===== src/rtl/fpx_pkg.sv =====
package fpx_pkg;

    localparam int WORD_W   = 16;
    localparam int EXC_N    = 6;
    localparam int NAN_W    = 80;

    // status / control bit positions
    localparam int B_INV    = 0;
    localparam int B_DEN    = 1;
    localparam int B_DZ     = 2;
    localparam int B_OVF    = 3;
    localparam int B_UNF    = 4;
    localparam int B_PREC   = 5;
    localparam int B_SFLT   = 6;
    localparam int B_SUM    = 7;
    localparam int B_C1     = 9;
    localparam int B_BUSY   = 15;

    // request bits that are retained in the status word
    localparam logic [WORD_W-1:0] KEEP_MASK =
        WORD_W'((1 << B_C1) | ((1 << (B_SFLT + 1)) - 1));

    localparam logic [WORD_W-1:0] OVF_FLAGS =
        WORD_W'((1 << B_INV) | (1 << B_SFLT) | (1 << B_C1));
    localparam logic [WORD_W-1:0] UNF_FLAGS =
        WORD_W'((1 << B_INV) | (1 << B_SFLT));

    localparam logic [NAN_W-1:0] DEFAULT_NAN =
        {1'b1, 15'h7FFF, 64'hC000_0000_0000_0000};

    typedef struct packed {
        logic              active;
        logic              to_mem;
        logic [WORD_W-1:0] flags;
    } exc_req_t;

endpackage


===== src/rtl/fpx_fault_encoder.sv =====
module fpx_fault_encoder
    import fpx_pkg::*;
#(
    parameter int SLOT_W = 3
) (
    input  logic              req_valid,
    input  logic [WORD_W-1:0] req_flags,
    input  logic              req_to_mem,
    input  logic              ovf_req,
    input  logic              unf_req,
    input  logic [SLOT_W-1:0] unf_slot,
    input  logic              unf_pop,
    input  logic              inv_masked,
    output exc_req_t          sel_req,
    output logic              do_push,
    output logic              do_pop,
    output logic              do_wr,
    output logic [SLOT_W-1:0] wr_slot
);

    always_comb begin
        sel_req = '0;
        do_push = 1'b0;
        do_pop  = 1'b0;
        do_wr   = 1'b0;
        wr_slot = '0;
        if (ovf_req) begin
            sel_req.active = 1'b1;
            sel_req.flags  = OVF_FLAGS;
            if (inv_masked) begin
                do_push = 1'b1;
                do_wr   = 1'b1;
            end
        end else if (unf_req) begin
            sel_req.active = 1'b1;
            sel_req.flags  = UNF_FLAGS;
            if (inv_masked) begin
                do_wr   = 1'b1;
                wr_slot = unf_slot;
                do_pop  = unf_pop;
            end
        end else if (req_valid) begin
            sel_req.active = 1'b1;
            sel_req.flags  = req_flags;
            sel_req.to_mem = req_to_mem;
        end
    end

endmodule


===== src/rtl/fpx_status_next.sv =====
module fpx_status_next
    import fpx_pkg::*;
(
    input  logic [WORD_W-1:0] old_status,
    input  exc_req_t          req,
    input  logic [EXC_N-1:0]  mask_bits,
    output logic [WORD_W-1:0] new_status,
    output logic [EXC_N-1:0]  trap_set
);

    logic [WORD_W-1:0] kept;
    logic [WORD_W-1:0] merged;
    logic [EXC_N-1:0]  raw_unmasked;

    assign kept   = req.flags & KEEP_MASK;
    assign merged = old_status | kept;

    for (genvar i = 0; i < EXC_N; i++) begin : g_unmask
        assign raw_unmasked[i] = merged[i] & ~mask_bits[i];
    end

    always_comb begin
        new_status = old_status;
        trap_set   = '0;
        if (req.active) begin
            new_status = merged;
            trap_set   = raw_unmasked;
            if (|raw_unmasked) begin
                new_status[B_SUM]  = 1'b1;
                new_status[B_BUSY] = 1'b1;
            end
            if ((kept[B_SFLT] | kept[B_PREC]) && !kept[B_C1]) begin
                new_status[B_C1] = 1'b0;
            end
            trap_set[B_PREC] = 1'b0;
            if (trap_set[B_OVF] | trap_set[B_UNF]) begin
                if (!req.to_mem) begin
                    trap_set[B_OVF] = 1'b0;
                    trap_set[B_UNF] = 1'b0;
                end else begin
                    new_status[B_C1] = 1'b0;
                    if (!old_status[B_PREC]) begin
                        new_status[B_PREC] = 1'b0;
                    end
                end
            end
        end
    end

endmodule


===== src/rtl/fpx_status_unit.sv =====
module fpx_status_unit
    import fpx_pkg::*;
#(
    parameter int SLOT_W = 3
) (
    input  logic              clk,
    input  logic              rst_n,
    input  logic [15:0]       ctrl_word,
    input  logic              req_valid,
    input  logic [15:0]       req_flags,
    input  logic              req_to_mem,
    input  logic              ovf_req,
    input  logic              unf_req,
    input  logic [SLOT_W-1:0] unf_slot,
    input  logic              unf_pop,
    output logic [15:0]       status_word,
    output logic [5:0]        trap_bits,
    output logic              stk_push,
    output logic              stk_pop,
    output logic              stk_wr_en,
    output logic [SLOT_W-1:0] stk_wr_slot,
    output logic [79:0]       stk_wr_data
);

    typedef struct packed {
        logic [WORD_W-1:0] status;
        logic [EXC_N-1:0]  trap;
        logic              push;
        logic              pop;
        logic              wr;
        logic [SLOT_W-1:0] slot;
    } unit_state_t;

    unit_state_t st_d, st_q;

    exc_req_t          sel_req;
    logic              enc_push, enc_pop, enc_wr;
    logic [SLOT_W-1:0] enc_slot;
    logic [WORD_W-1:0] nxt_status;
    logic [EXC_N-1:0]  nxt_trap;
    logic [WORD_W-EXC_N-1:0] unused_ctrl_hi;

    assign unused_ctrl_hi = ctrl_word[WORD_W-1:EXC_N];

    fpx_fault_encoder #(.SLOT_W(SLOT_W)) enc_i (
        .req_valid  (req_valid),
        .req_flags  (req_flags),
        .req_to_mem (req_to_mem),
        .ovf_req    (ovf_req),
        .unf_req    (unf_req),
        .unf_slot   (unf_slot),
        .unf_pop    (unf_pop),
        .inv_masked (ctrl_word[B_INV]),
        .sel_req    (sel_req),
        .do_push    (enc_push),
        .do_pop     (enc_pop),
        .do_wr      (enc_wr),
        .wr_slot    (enc_slot)
    );

    fpx_status_next nxt_i (
        .old_status (st_q.status),
        .req        (sel_req),
        .mask_bits  (ctrl_word[EXC_N-1:0]),
        .new_status (nxt_status),
        .trap_set   (nxt_trap)
    );

    always_comb begin
        st_d        = st_q;
        st_d.status = nxt_status;
        st_d.trap   = nxt_trap;
        st_d.push   = enc_push;
        st_d.pop    = enc_pop;
        st_d.wr     = enc_wr;
        st_d.slot   = enc_slot;
    end

    always_ff @(posedge clk or negedge rst_n) begin
        if (!rst_n) begin
            st_q <= '0;
        end else begin
            st_q <= st_d;
        end
    end

    assign status_word = st_q.status;
    assign trap_bits   = st_q.trap;
    assign stk_push    = st_q.push;
    assign stk_pop     = st_q.pop;
    assign stk_wr_en   = st_q.wr;
    assign stk_wr_slot = st_q.slot;
    assign stk_wr_data = DEFAULT_NAN;

endmodule


===== config.mk =====
export PLATFORM = sky130hd
export DESIGN_NAME = fpx_status_unit
export DESIGN_NICKNAME = d
export VERILOG_FILES = /design/src/rtl/fpx_pkg.sv /design/src/rtl/fpx_fault_encoder.sv /design/src/rtl/fpx_status_next.sv /design/src/rtl/fpx_status_unit.sv
export SDC_FILE = /design/constraint.sdc
export NUM_CORES = 1
export LEC_CHECK = 0
export ABC_AREA = 1
export ABC_CLOCK_PERIOD_IN_PS = 2850
export BUFFER_PORTS_ARGS = -buffer_cell sky130_fd_sc_hd__buf_4
export CORE_ASPECT_RATIO = 1.25
export CORE_MARGIN = 2
export CORE_UTILIZATION = 25
export CTS_CLUSTER_DIAMETER = 50
export DETAILED_ROUTE_END_ITERATION = 16
export SLEW_MARGIN = 20
export SYNTH_ARGS = -nofsm -noshare
export SYNTH_HDL_FRONTEND = slang
export SYNTH_HIERARCHICAL = 1
export SYNTH_SLANG_ARGS = --single-unit

===== constraint.sdc =====
create_clock -name clk -period 2.85 [get_ports clk]
set_input_delay 0.285 -clock clk [delete_from_list [all_inputs] [get_ports clk]]
set_output_delay 0.285 -clock clk [all_outputs]
set_load 0.005 [all_outputs]

==> impl_metrics.tcl, run 1 <==
set metrics [dict create \
    worst_ep_required_time_ns 2.57 \
    grt.met3_usage_pct 1.48 \
    fin_skew_ns 0.00352 \
    cts_root_buf "clkbuf_8" \
    crit_path_end_kind "output port" \
    die_w_microns 79.4 \
    num_vias 1124 \
    drv_cap 0 \
    power_mw 0.882 \
    start_kind "register" \
    n_fill_cell 778 \
    die_h_microns 98.2 \
    grt_max_degree 29 \
    routed_wl_mm 2.88 \
    drive_gt1_share_pct 26.8 \
    cts_buffers 3 \
    p_clk_share_pct 34.5 \
    min_path_type "input port to register" \
    diodes 0 \
    p_int_mw 0.669 \
    cts.sinks 28 \
    clockBufferDepth 2 \
    drtIter0Drc 24 \
    critPathSlowestCell "dfrtp_1" \
    gr-max-usage-layer "met2" \
    finalNetCount 289 \
    grt-ovfl-total 0 \
    grt_pass1_vias 892 \
    slew_viol_final 0 \
    yosys_warnings 6 \
    rsz0062_at_grt "no" \
    combPwrFrac_pct 16.7 \
    seq_power_share_pct 48.8 \
    post-route-min-period_ns 1.12 \
    path_delay_family "flip-flops" \
    insertion_delay_ns 0.27 \
    worst-path-buf-inv 1 \
    io_pins 150 \
    path_class "register to output port" \
    drt-pass1-iter-count 4 \
    port_buffers 51 \
    setup_violations 0 \
    ff_latch_area_sq_um 701 \
    sw_frac_of_total_pct 24.1 \
    layout_common_cells "conb_1 (81), buf_4 (51), dfrtp_1 (28)" \
    multi_input_area_sq_um 636 \
    whs_ns 0.164 \
    clk_pin_slew_ns 0.09 \
    status "finished clean" \
    route.detailed.drc 0 \
    fin_tns_setup_ns 0 \
    core_area_sq_mm 0.00693 \
    crit_chain "buf_4" \
    hpwlAfterDp_mm 2.41 \
    p_per_area_mw_per_mm2 451 \
    peakVddDrop_mv 0.229 \
    fin_crit_sh_pct 39.3 \
    tritoncts "yes" \
    cp_max_fo 3 \
    max_freq_mhz 892 \
    grt_pass1_wl_mm 4.04 \
    final_common_cell "conb_1" \
    rows 34 \
    drtAntennaViolNets 0 \
    hold_viol_final 0 \
    p_switching_mw 0.212 \
    post_drt_wl_per_cell_microns 8.56 \
    syn_inst 202 \
    grt_usage_pct 6.54 \
    vias_per_cell 3.35 \
    routabilityCongestion 0.803 \
    cts_resized 0 \
    use_met1_pct 6.61 \
    h-tree-depth 1 \
    gr-usage-met2_pct 12.7 \
    cp_slowest_stage_delay_ns 0.42 \
    initial_utilization_pct 25.6 \
    antenna_found_initial 0 \
    arrival_ns 0.84 \
    syn-cell-area_sq_mm 0.00177 \
    layout-area-overhead-vs-synth_pct 10.2 \
    die_area_sq_mm 0.00779 \
    p_leak_nw 1.10 \
    synth_area_per_cell_sq_um 8.78 \
]
## routing by layer
| layer | part of all wire [%] | wire length (microns) |
|---|---|---|
| met1 | 36 | 1030 |
| met2 | 49 | 1410 |
| met3 | 14 | 413 |
| met4 | 0.80 | 23 |
| met5 | 0 | 0 |
## stage by stage
step | util, % | setup WS (ns) | area (sq um) | std cells
finish | 28.2 | 1.73 | 1950 | 336
CTS | 28.2 | 1.71 | 1950 | 336
global placement | 27.0 | 1.46 | 1870 | 331
floorplan | - | 1.73 | 2070 | 280
detailed placement | 27.0 | 1.45 | 1870 | 331
global route | 28.2 | 1.64 | 1950 | 336
## power by group through the flow
stage / Sequential [mW] / Clock, mW / Combinational [mW]
6_report: 0.430 / 0.304 / 0.147
3_3_place_gp: 0.438 / 0 / 0.146
3_5_place_dp: 0.438 / 0 / 0.146
2_1_floorplan: 0.439 / 0 / 0.152
4_1_cts: 0.430 / 0.318 / 0.148
5_1_grt: 0.433 / 0.335 / 0.166
## cell type report
type | instances | area share [%]
Clock inverter | 1 | 1.54
Sequential cell | 28 | 35.9
Inverter | 11 | 2.11
Multi-Input combinational cell | 151 | 32.5
Tap cell | 90 | 5.76
Timing Repair Buffer | 52 | 20.1
Clock buffer | 3 | 2.11
## timing repair
action | 4_1_cts | 5_1_grt
hold buffers | 1 | 0
setup buffers | 0 | 0
hold endpoints to repair | 28 | 0
## state kept, by name, indices dropped and copies added (netlist names)
register	cells
status_word	16
stk_pop	1
stk_wr_en	1
stk_push	1
stk_wr_slot	3
trap_bits	6
## worst register-to-register path: stages, from the launching register on
cell and delay, ns:
dfrtp_1 0.41, nor2_2 0.15, nor2_1 0.08, nor2_2 0.14, nand3_2 0.09, nand2_2 0.06
nand2_1 0.05
## worst paths after layout
| kind | start | to | slack [ns] | cells past startpoint |
|---|---|---|---|---|
| worst max-delay path | status_word[1]$_DFF_PN0_ | status_word[1] | 1.73 | 1 |
| worst min-delay path | ctrl_word[2] | trap_bits[2]$_DFF_PN0_ | 0.16 | 2 |
| worst max register to register | status_word[0]$_DFF_PN0_ | status_word[7]$_DFF_PN0_ | 1.76 | 6 |
| worst min register to register | status_word[11]$_DFF_PN0_ | status_word[11]$_DFF_PN0_ | 0.39 | 0 |
| max in group asynchronous | rst_n | status_word[0]$_DFF_PN0_ | 2.14 | 2 |
| min in group asynchronous | rst_n | status_word[8]$_DFF_PN0_ | 0.46 | 2 |
(Power assumes the default switching activity.)
==> run 2: changes to the inputs <==
--- a/config.mk
+++ b/config.mk
@@ -5,8 +5,8 @@
 export SDC_FILE = /design/constraint.sdc
 export NUM_CORES = 1
 export LEC_CHECK = 0
-export ABC_AREA = 1
-export ABC_CLOCK_PERIOD_IN_PS = 2850
+export ABC_AREA = 0
+export ABC_CLOCK_PERIOD_IN_PS = 1000
 export BUFFER_PORTS_ARGS = -buffer_cell sky130_fd_sc_hd__buf_4
 export CORE_ASPECT_RATIO = 1.25
 export CORE_MARGIN = 2
==> constraint.sdc (replaced) <==
create_clock -name clk -period 1 [get_ports clk]
set_input_delay 0.1 -clock clk [delete_from_list [all_inputs] [get_ports clk]]
set_output_delay 0.1 -clock clk [all_outputs]
set_load 0.005 [all_outputs]
==> impl_metrics.tcl, run 2 <==
set metrics [dict create \
    startpoint "status_word[2]$_DFF_PN0_" \
    die_h_microns 96.9 \
    path_class "register to output port" \
    die_area_sq_mm 0.00758 \
    hold_viol_final 0 \
    largest_reg_flops 16 \
    clk_pin_slew_ns 0.09 \
    status "finished, violations left" \
    endpoint "status_word[2]" \
    p_leak_nw 1.13 \
    drive_gt1_share_pct 37.3 \
    initial_utilization_pct 26.1 \
    route.met2.wl_mm 1.73 \
    post_drt_wl_per_cell_microns 9.89 \
    final_core_util_pct 32.2 \
    diodes 0 \
    layout_common_cells "conb_1 (81), buf_4 (58), dfrtp_1 (28)" \
    drt-pass1-iter-count 4 \
    syn_inst 173 \
    layout-area-overhead-vs-synth_pct 23.4 \
    clockBufferDepth 2 \
    r2r-end "status_word[7]$_DFF_PN0_" \
    route.detailed.drc 0 \
    layout_setup_ws_ns -0.0368 \
    r2r_start "status_word[0]$_DFF_PN0_" \
    max_freq_mhz 965 \
    synth_area_per_cell_sq_um 9.97 \
    die_w_microns 78.3 \
    hpwlAfterDp_mm 2.62 \
    setup_violations 6 \
    wl_met1_mm 1.01 \
    grt_pass1_vias 946 \
    arrival_ns 0.94 \
    antenna_found_initial 0 \
    cts_root_buf "clkbuf_8" \
    worst_ep_required_time_ns 0.90 \
    vias_per_cell 3.38 \
    rows 33 \
    top_layer "met4" \
    fin_crit_sh_pct 104 \
    peakVddDrop_mv 0.415 \
    io_pins 150 \
    h-tree-depth 1 \
    whs_ns 0.0353 \
    syn-cell-area_sq_mm 0.00172 \
    r2r_cells 3 \
    cts_buffers 3 \
    reg2reg_slack_ns -0.03 \
    routed_wl_mm 3.19 \
    drtIter0Drc 20 \
    routabilityCongestion 0.788 \
    p_per_area_mw_per_mm2 1060 \
    drtAntennaViolNets 0 \
    tritoncts "yes" \
    grt_usage_pct 7.76 \
    wl_met3_microns 377 \
    dp.cells 313 \
    rsz0062_at_grt "yes" \
    start_kind "register" \
    grt_max_degree 29 \
    fin_skew_ns 0.00747 \
    num_vias 1093 \
    grt-ovfl-total 0 \
    crit_path_end_kind "output port" \
    cts.sinks 28 \
    instances_no_fill 323 \
    drv_cap 0 \
    slew_viol_final 0 \
    insertion_delay_ns 0.27 \
    final_common_cell "conb_1" \
    core_area_sq_mm 0.00661 \
    post-route-min-period_ns 1.04 \
    yosys_warnings 6 \
    cp_max_fo 2 \
    violations "negative setup slack" \
    min_path_type "input port to register" \
    finalNetCount 280 \
    n_fill_cell 684 \
    grt_pass1_wl_mm 4.55 \
    port_buffers 51 \
]
run 2: how the worst min path moves through the flow:
stage	startpoint	slack, ns	to	cells after the start
finish	unf_slot[1]	0.04	stk_wr_slot[1]$_DFF_PN0_	2
floorplan	rst_n	-0.20	status_word[0]$_DFF_PN0_	0
global route	unf_pop	0.03	stk_pop$_DFF_PN0_	2
detailed placement	rst_n	0.04	stk_wr_slot[2]$_DFF_PN0_	1
CTS	unf_slot[1]	0.03	stk_wr_slot[1]$_DFF_PN0_	2
global placement	rst_n	0.03	stk_wr_slot[0]$_DFF_PN0_	1
run 2: critical path, cell delays in order (launching register included):
cell and delay [ns]:
dfrtp_1 0.43, buf_6 0.13, buf_6 0.10
run 2: through the flow:
stage	setup TNS, ns	instance area (sq um)	total power, mW	setup slack (ns)
after floorplan	-0.121	2040	1.61	-0.0432
after global placement	-2.16	1960	1.61	-0.236
after detailed placement	-2.49	1960	1.62	-0.295
after CTS	-0.132	2080	2.27	-0.0235
after global routing	-0.414	2130	2.38	-0.0693
final	-0.124	2130	2.26	-0.0368
run 2: layout make-up:
class,instances,area (sq um),share of cell area (%)
tap,87,109,5.11
multi-input combinational,133,693,32.6
sequential,28,701,32.9
clock buffer,3,41.3,1.94
timing repair buffer,71,581,27.3
inverter,1,3.75,0.176
run 2: repair_timing:
| action | 4_1_cts | 5_1_grt |
|---|---|---|
| resized for setup | 8 | 12 |
| cloned | 0 | 0 |
| endpoints found under the hold margin | 28 | 0 |
| buffers inserted | 5 | 1 |
| pin swaps | 3 | 7 |
| hold buffers | 1 | 0 |
| setup endpoints to repair | 9 | 10 |
run 2: report_power, final:
| group | total, mW | internal [mW] | leakage, nW | switching, mW |
|---|---|---|---|---|
| clock | 0.604 | 0.270 | 0.0216 | 0.334 |
| combinational | 0.458 | 0.244 | 0.778 | 0.214 |
| sequential | 1.20 | 1.17 | 0.331 | 0.0260 |
run 2: layer usage:
metal / track usage [%] / vias up
met5: 0 / -
met2: 14.7 / 80
met4: 3.78 / 0
met1: 7.62 / 498
li1: - / 508
met3: 1.96 / 7
==> run 3: changes to the inputs <==
--- a/config.mk
+++ b/config.mk
@@ -5,7 +5,7 @@
 export SDC_FILE = /design/constraint.sdc
 export NUM_CORES = 1
 export LEC_CHECK = 0
-export ABC_AREA = 0
+export ABC_AREA = 1
 export ABC_CLOCK_PERIOD_IN_PS = 1000
 export BUFFER_PORTS_ARGS = -buffer_cell sky130_fd_sc_hd__buf_4
 export CORE_ASPECT_RATIO = 1.25
==> impl_metrics.tcl, run 3 (synthesized netlist as in run 1, its figures left out) <==
set metrics [dict create \
    grt_usage_pct 7.14 \
    die_h_microns 98.2 \
    layout-area-overhead-vs-synth_pct 20.6 \
    p_leak_nw 1.20 \
    setup_violations 5 \
    grt_pass1_vias 1005 \
    grt_pass1_wl_mm 4.43 \
    hold_viol_final 0 \
    r2r_cells 6 \
    cp_max_fo 2 \
    die_w_microns 79.4 \
    final_core_util_pct 30.9 \
    post-route-min-period_ns 1.01 \
    arrival_ns 1.18 \
    crit_path_end_kind "register" \
    cts_buffers 3 \
    drv_cap 0 \
    placed_cell_area_sq_mm 0.00199 \
    status "finished, violations left" \
    slew_viol_final 0 \
    worst-path-buf-inv 0 \
    n_fill_cell 755 \
    fin_crit_sh_pct 101 \
    violations "negative setup slack" \
    hpwlAfterDp_mm 2.56 \
    path_class "register to register" \
    cts.sinks 28 \
    largest_reg_flops 16 \
    rows 34 \
    post_drt_wl_per_cell_microns 8.81 \
    insertion_delay_ns 0.27 \
    initial_utilization_pct 25.6 \
    combPwrFrac_pct 19.8 \
    clk_pin_slew_ns 0.09 \
    hold_path_depth 3 \
    finalInstanceArea_sq_mm 0.00214 \
    layout_common_cells "conb_1 (81), buf_4 (62), dfrtp_1 (28)" \
    p_int_mw 1.98 \
    peakVddDrop_mv 0.757 \
    port_buffers 51 \
    grt_max_degree 29 \
    power_mw 2.60 \
    core_area_sq_mm 0.00693 \
    routabilityCongestion 0.812 \
    rsz0062_at_grt "yes" \
    min_path_type "input port to register" \
    diodes 0 \
    finalNetCount 308 \
    p_per_area_mw_per_mm2 1220 \
    cp_slowest_stage_delay_ns 0.41 \
    crit_chain "nor2_2 > nor2_1 > nor2_2 > nand3_2 > nand2_2 > nand2_1" \
    drtIter0Drc 31 \
    cts_root_buf "clkbuf_8" \
    io_pins 150 \
    p_clk_share_pct 33.1 \
    sw_frac_of_total_pct 24.0 \
    critPathSlowestCell "dfrtp_1" \
    die_area_sq_mm 0.00779 \
    fin_tns_setup_ns -0.0334 \
    instances_no_fill 355 \
    seq_power_share_pct 47.0 \
    crit_path_frequent_cell "nor2_2" \
    tritoncts "yes" \
    path_delay_family "simple AND/OR/NAND/NOR gates" \
    vias_per_cell 3.41 \
    route.detailed.drc 0 \
    layout_setup_ws_ns -0.0100 \
    drtAntennaViolNets 0 \
    clockBufferDepth 2 \
    start_kind "register" \
    multi_input_area_sq_um 651 \
    routed_wl_mm 3.13 \
    max_freq_mhz 990 \
    grt-ovfl-total 0 \
    final_common_cell "conb_1" \
    ff_latch_area_sq_um 701 \
    p_switching_mw 0.624 \
    dp.cells 347 \
    worst_ep_required_time_ns 1.17 \
    cp.depth 6 \
    num_vias 1209 \
    fin_skew_ns 0.00537 \
    drive_gt1_share_pct 33.2 \
    h-tree-depth 1 \
    antenna_found_initial 0 \
    drt-pass1-iter-count 4 \
]
==> run 3: cell count changes in the layout (fill, tap and decap cells not counted), moves of 5 or more <==
cell	change
nor2_1	+18
nand2_1	+9
inv_1	+8
nand3_1	+8
and2_1	-7
buf_6	-6
nor3_1	+5
o21bai_1	-5
==> run 3: area by class of cell <==
cell class              count  share of cell area (%)
clock buffers               3                    1.93
well taps                  90                    5.26
flip-flops and latches     28                    32.7
multi-input cells         151                    30.4
clock inverters             1                    1.40
repair buffers             71                    26.3
inverters                  11                    1.93
==> run 3: metal layers <==
metal	global-route usage (%)	routed length [microns]	vias to the layer above
met5	0	0	-
met4	3.71	56	0
met3	1.20	370	6
met2	13.7	1570	97
met1	7.17	1130	535
li1	-	-	571
==> run 3: metrics by stage <==
stage               worst slack [ns]  hold slack (ns)
floorplan                     0.0461           -0.196
global placement             -0.0978           0.0353
detailed placement            -0.102           0.0363
CTS                          -0.0259           0.0430
global route                 -0.0891           0.0509
finish                       -0.0100           0.0591
==> run 3: power groups by stage <==
stage	registers, mW	logic [mW]	clock network (mW)
finish	1.22	0.516	0.861
global route	1.23	0.573	0.935
CTS	1.22	0.505	0.899
detailed placement	1.24	0.498	0
global placement	1.24	0.492	0
floorplan	1.25	0.432	0
==> run 3: path summary, 6_finish.rpt <==
kind / end / slack, ns / startpoint
worst max register to register: status_word[15]$_DFF_PN0_ / -0.01 / status_word[0]$_DFF_PN0_
worst min-delay path: stk_push$_DFF_PN0_ / 0.06 / ovf_req
worst min register to register: status_word[11]$_DFF_PN0_ / 0.38 / status_word[11]$_DFF_PN0_
worst max-delay path: status_word[15]$_DFF_PN0_ / -0.01 / status_word[0]$_DFF_PN0_
max in group asynchronous: stk_wr_slot[1]$_DFF_PN0_ / 0.45 / rst_n
min in group asynchronous: trap_bits[3]$_DFF_PN0_ / 0.28 / rst_n
==> run 3: repair_timing <==
action                     in CTS  in global routing
hold buffers                    3                  0
gates resized for setup         6                  5
setup buffers                   1                  2
setup endpoints to repair       7                  7
gates cloned                    0                  0
hold endpoints to repair       30                  0
pin swaps                       0                  4
==> run 3: worst reg2reg max path, cell delays in order (launching register included) <==
cell	delay [ns]
dfrtp_1	0.41
nor2_2	0.13
nor2_1	0.06
nor2_2	0.12
nand3_2	0.09
nand2_2	0.07
nand2_1	0.05
